**config.mk**
```make
export PLATFORM = sky130hd
export DESIGN_NAME = hbridge_gate_ctrl
export DESIGN_NICKNAME = d
export VERILOG_FILES = /design/src/rtl/hbg_pkg.sv /design/src/rtl/hbg_sync.sv /design/src/rtl/hbg_fault_latch.sv /design/src/rtl/hbg_leg.sv /design/src/rtl/hbridge_gate_ctrl.sv
export SDC_FILE = /design/constraint.sdc
export NUM_CORES = 1
export LEC_CHECK = 0
export BUFFER_PORTS_ARGS = -buffer_cell sky130_fd_sc_hd__buf_4
export CORE_MARGIN = 1
export CORE_UTILIZATION = 46
export CTS_CLUSTER_SIZE = 8
export DETAILED_ROUTE_END_ITERATION = 7
export GPL_ROUTABILITY_DRIVEN = 0
export PLACE_DENSITY_LB_ADDON = 0.12
export SLEW_MARGIN = 25
export SYNTH_ARGS = -nofsm -noshare
export SYNTH_HDL_FRONTEND = slang
export SYNTH_HIERARCHICAL = 1
export SYNTH_SLANG_ARGS = --single-unit
```
**constraint.sdc**
```tcl
create_clock -name clk_i -period 2.38 [get_ports clk_i]
set_input_delay 0.357 -clock clk_i [delete_from_list [all_inputs] [get_ports clk_i]]
set_output_delay 0.357 -clock clk_i [all_outputs]
set_load 0.05 [all_outputs]
```
**src/rtl/hbg_pkg.sv**
```systemverilog
package hbg_pkg;
  typedef enum logic [1:0] {
    LEG_OFF = 2'd0,
    LEG_HI  = 2'd1,
    LEG_LO  = 2'd2
  } leg_st_e;

  // synchronized input bit positions
  localparam int unsigned IX_ILIM  = 0;
  localparam int unsigned IX_UV    = 1;
  localparam int unsigned IX_TOK   = 2;
  localparam int unsigned IX_OTEMP = 3;
  localparam int unsigned IX_SHORT = 4;
  localparam int unsigned IX_EN    = 5;
  localparam int unsigned IX_DIS   = 6;
  localparam int unsigned IX_IN2   = 7;
  localparam int unsigned IX_IN1   = 8;
  localparam int unsigned N_IN     = 9;
endpackage

```
**src/rtl/hbg_sync.sv**
```systemverilog
module hbg_sync #(
  parameter int unsigned W      = 1,
  parameter int unsigned STAGES = 2
) (
  input  logic         clk_i,
  input  logic         rst_ni,
  input  logic [W-1:0] d_i,
  output logic [W-1:0] q_o
);
  logic [W-1:0] pipe_q [STAGES];

  always_ff @(posedge clk_i or negedge rst_ni) begin
    if (!rst_ni) begin
      for (int s = 0; s < STAGES; s++) pipe_q[s] <= '0;
    end else begin
      pipe_q[0] <= d_i;
      for (int s = 1; s < STAGES; s++) pipe_q[s] <= pipe_q[s-1];
    end
  end

  assign q_o = pipe_q[STAGES-1];
endmodule

```
**src/rtl/hbg_fault_latch.sv**
```systemverilog
module hbg_fault_latch (
  input  logic clk_i,
  input  logic rst_ni,
  input  logic dis_i,
  input  logic en_i,
  input  logic short_i,
  input  logic otemp_i,
  input  logic temp_ok_i,
  output logic fault_o
);
  logic dis_prev_q, en_prev_q, sc_q, ot_q;
  logic clr_edge;

  assign clr_edge = (dis_prev_q & ~dis_i) | (~en_prev_q & en_i);

  always_ff @(posedge clk_i or negedge rst_ni) begin
    if (!rst_ni) begin
      dis_prev_q <= 1'b0;
      en_prev_q  <= 1'b0;
      sc_q       <= 1'b0;
      ot_q       <= 1'b0;
    end else begin
      dis_prev_q <= dis_i;
      en_prev_q  <= en_i;
      // set wins over clear
      if (short_i)       sc_q <= 1'b1;
      else if (clr_edge) sc_q <= 1'b0;
      if (otemp_i)                    ot_q <= 1'b1;
      else if (clr_edge && temp_ok_i) ot_q <= 1'b0;
    end
  end

  assign fault_o = sc_q | ot_q;
endmodule

```
**src/rtl/hbg_leg.sv**
```systemverilog
module hbg_leg
  import hbg_pkg::*;
#(
  parameter int unsigned DEAD_CYC = 3
) (
  input  logic    clk_i,
  input  logic    rst_ni,
  input  leg_st_e tgt_i,
  output logic    hs_o,
  output logic    ls_o,
  output logic    z_o
);
  localparam int unsigned CW = (DEAD_CYC < 1) ? 1 : $clog2(DEAD_CYC + 1);
  localparam logic [CW-1:0] DEAD_LD = CW'(DEAD_CYC);

  leg_st_e       cur_q;
  logic [CW-1:0] cnt_q;

  always_ff @(posedge clk_i or negedge rst_ni) begin
    if (!rst_ni) begin
      cur_q <= LEG_OFF;
      cnt_q <= '0;
    end else if (cur_q != LEG_OFF) begin
      if (tgt_i != cur_q) begin
        cur_q <= LEG_OFF;
        cnt_q <= DEAD_LD;
      end
    end else if (cnt_q != '0) begin
      cnt_q <= cnt_q - 1'b1;
    end else begin
      cur_q <= tgt_i;
    end
  end

  assign hs_o = (cur_q == LEG_HI);
  assign ls_o = (cur_q == LEG_LO);
  assign z_o  = (cur_q == LEG_OFF);
endmodule

```
**src/rtl/hbridge_gate_ctrl.sv**
```systemverilog
module hbridge_gate_ctrl
  import hbg_pkg::*;
#(
  parameter int unsigned DEAD_CYC = 3
) (
  input  logic clk_i,
  input  logic rst_ni,
  input  logic in1_i,
  input  logic in2_i,
  input  logic dis_i,
  input  logic en_i,
  input  logic short_i,
  input  logic otemp_i,
  input  logic temp_ok_i,
  input  logic uv_i,
  input  logic ilim_off_i,
  output logic hs1_o,
  output logic ls1_o,
  output logic hs2_o,
  output logic ls2_o,
  output logic leg1_z_o,
  output logic leg2_z_o,
  output logic sleep_o,
  output logic sf_n_o
);
  localparam int unsigned N_LEG = 2;

  logic [N_IN-1:0]  raw, syn;
  logic             fault;
  logic             drive_ok;
  logic [N_LEG-1:0] dir, hs, ls, lz;

  assign raw = {in1_i, in2_i, dis_i, en_i, short_i, otemp_i, temp_ok_i, uv_i, ilim_off_i};

  hbg_sync #(.W(N_IN), .STAGES(2)) u_sync (
    .clk_i (clk_i),
    .rst_ni(rst_ni),
    .d_i   (raw),
    .q_o   (syn)
  );

  hbg_fault_latch u_flt (
    .clk_i    (clk_i),
    .rst_ni   (rst_ni),
    .dis_i    (syn[IX_DIS]),
    .en_i     (syn[IX_EN]),
    .short_i  (syn[IX_SHORT]),
    .otemp_i  (syn[IX_OTEMP]),
    .temp_ok_i(syn[IX_TOK]),
    .fault_o  (fault)
  );

  assign drive_ok = syn[IX_EN] & ~syn[IX_DIS] & ~syn[IX_UV] & ~fault & ~syn[IX_ILIM];
  assign dir      = {syn[IX_IN2], syn[IX_IN1]};

  for (genvar g = 0; g < N_LEG; g++) begin : g_leg
    leg_st_e tgt;
    assign tgt = !drive_ok ? LEG_OFF : (dir[g] ? LEG_HI : LEG_LO);
    hbg_leg #(.DEAD_CYC(DEAD_CYC)) u_leg (
      .clk_i (clk_i),
      .rst_ni(rst_ni),
      .tgt_i (tgt),
      .hs_o  (hs[g]),
      .ls_o  (ls[g]),
      .z_o   (lz[g])
    );
  end

  assign hs1_o    = hs[0];
  assign ls1_o    = ls[0];
  assign hs2_o    = hs[1];
  assign ls2_o    = ls[1];
  assign leg1_z_o = lz[0];
  assign leg2_z_o = lz[1];
  assign sleep_o  = ~syn[IX_EN];
  // sleep masks the flag; ilim does not set it
  assign sf_n_o   = ~syn[IX_EN] | ~(syn[IX_DIS] | syn[IX_UV] | fault);
endmodule

```
==> flow_summary.ini <==
[timing]
maxSlewHeadroom = 0.748
fmax_mhz = 470
worstMarginPinSlew_ns = 0.378
fin_crit_ns = 2.13
finalHoldViolations = 0
finalSetupViolations = 0
finalSetupTns_ns = 0
slew_viol_final = 0
rsz0062_at_grt = false
finalCritPeriodShare = 0.894
skew_ns = 0.00365

[setup_path]
timing.critical_path.cells = or2_2, or4b_4, nor3_1, nor2b_1, o21ai_1, a32oi_1
critPathTopFamily = simple AND/OR/NAND/NOR gates
critical_path.max_fanout = 4
timing.critical_path.buf_inv = 0
cp_slowest_cell = or4b_4
slowest_delay_ns = 0.55
cp-end-kind = flop
start_kind = flop
arrival_ns = 2.37
worst-setup-path-type = flop to flop
cp_data_required_time_ns = 2.62

[routing]
vias_per_cell = 5.04
vias = 786
finalWirelength_um = 1840
drt_iter0_drc = 27
drtAntennaViolNets = 0
drt-pass1-iter-count = 2
drc = 0
wl_per_cell_um = 11.8

[synth]
ys_top_cells_by_count = dfrtp_1 (30), buf_4 (9), inv_1 (9)
synth.most_common_cell = dfrtp_1
ys.flop_type = dfrtp_1
syn_nets = 127
synth_top_area_cell = dfrtp_1
synthCells = 112
postSynthAreaPerCell_sq_um = 12.0
syn-cell-area_sq_um = 1350
ys_seq_area_frac = 0.558
synth_top_area_frac = 0.558
yosysUniqueCellTypes = 27
synthTopCellsByArea = dfrtp_1 (56%), buf_4 (5.0%), ha_1 (3.7%), buf_6 (3.3%), nor2b_1 (2.8%)
synth-edff-count = 0
ys_warn_count = 6
synth-seq-cells = 30
ys_async_sr_fraction = 1.00

[die]
die_h_um = 56.1
core-area_sq_um = 2760
die-area_sq_um = 3140
rows = 19
ios = 19
fp.dieW_um = 56.1
start_util = 0.488

[global_route]
grt_max_degree = 31
gr-total-overflow = 0
grt_pass1_vias = 758
top_usage_layer = met2
grtUsageMet1 = 0.169
antenna_found_initial = 0
met2_usage = 0.219
use_met3 = 0.0698
grt_use_total = 0.144
grt_pass1_wl_um = 3280

[clocking]
clk_path_buf_depth = 2
htreeDepth = 2
numClockSinks = 30
clk_pin_slew_ns = 0.09
root_buffer = clkbuf_4
clkLatencyLatePin_ns = 0.32
numCtsBuffers = 5
cts_tree = built

[cells_and_area]
fin_nets = 140
post_route_cells_drive_above_1_share = 0.296
synthToLayoutAreaGrowth_pct = 9.95
final_area_sq_um = 1480
antenna_cells = 0

[power]
power.density_nw_per_um2 = 785
total_power_mw = 1.16
irDropWorstVdd_uv = 567
power.leakage_nw = 0.681

[placement]
dp_hpwl_um = 1260
numPortBuffers = 18
place_area_sq_um = 1410

[outcome]
status = finished clean

[hold_path]
hold_path_class = input pin to flop

[job]
drv_cap = 0
stage by stage:
| step | std cells | hold slack [ns] | worst slack [ns] | utilization |
|---|---|---|---|---|
| after floorplan | 112 | 0.0614 | 0.157 | - |
| after global placement | 148 | 0.297 | 0.257 | 0.510 |
| after detailed placement | 148 | 0.305 | 0.202 | 0.510 |
| after CTS | 156 | 0.115 | 0.180 | 0.533 |
| after global routing | 156 | 0.0980 | 0.0837 | 0.536 |
| final | 156 | 0.132 | 0.253 | 0.536 |
final cells by class:
cell class	instances	area (sq um)
fill	258	1280
sequential	30	751
multi-input combinational	60	458
timing repair buffer	19	145
tap	31	38.8
clock buffer	5	37.5
inverter	9	33.8
clock inverter	2	15.0
power breakdown:
group / switching (mW) / internal [mW] / total [mW]
clock: 0.168 / 0.109 / 0.277
sequential: 0.0293 / 0.567 / 0.597
combinational: 0.140 / 0.147 / 0.287
total: 0.337 / 0.823 / 1.16
final timing paths:
kind / start / slack [ns] / cells past startpoint / end
worst max-delay path: u_flt/ot_q / 0.25 / 6 / g_leg[1].u_leg/cnt_q[1]
worst min-delay path: ilim_off_i / 0.13 / 1 / u_sync/pipe_q[9]
worst max register to register: u_flt/ot_q / 0.25 / 6 / g_leg[1].u_leg/cnt_q[1]
worst min register to register: u_sync/pipe_q[9] / 0.35 / 0 / u_sync/q_o[0]
max in group asynchronous: rst_ni / 1.63 / 2 / g_leg[0].u_leg/cnt_q[1]
min in group asynchronous: rst_ni / 0.49 / 2 / u_sync/pipe_q[11]
layout by cell type (no fill, tap or decap), drive strengths merged:
master and count:
o31ai 1, or2 1, clkbuf 5, a32oi 2
dlygate4sd3 1, a31oi 2, nand3 2, nor3b 2
o21ai 4, a31o 1, buf 18, ha 4
a21o 2, dfrtp 30, nor2 10, and2b 2
mux2 2, inv 9, nor2b 6, nor3 4
or4b 1, and2 2, clkinvlp 2, xor2 2
nand2b 7, a21oi 3
logic make-up after synthesis:
| logic type | count (synthesis) | share of synthesized area |
|---|---|---|
| and+or+nand+nor | 37 | 0.189 |
| DFF | 30 | 0.558 |
| buffers and inverters | 22 | 0.109 |
| AOI/OAI and AO/OA | 15 | 0.0716 |
| adders and majority gates | 4 | 0.0372 |
| xor gates and xnor gates | 2 | 0.0130 |
| muxes | 2 | 0.0223 |
layer usage:
metal,part of all wire,wire [um],vias to the layer above
met5,0,0,-
met4,0.0081,15,0
met3,0.055,101,2
met2,0.49,907,17
met1,0.44,817,387
li1,-,-,380
registers in the layout, summed over array words and instances, names as in the netlist:
signal,flops
u_flt/sc_q,1
u_flt/ot_q,1
u_flt/en_prev_q,1
g_leg.u_leg/cnt_q,4
u_sync/q_o,9
g_leg.u_leg/cur_q,4
u_sync/pipe_q,9
u_flt/dis_prev_q,1
repair_timing:
action | 4_1_cts | 5_1_grt
setup buffers | 0 | 0
endpoints found under the hold margin | 30 | 0
gates resized for setup | 0 | 2
setup endpoints to repair | 0 | 2
hold buffers | 1 | 0
No activity file was read; power rests on OpenSTA's default activity.
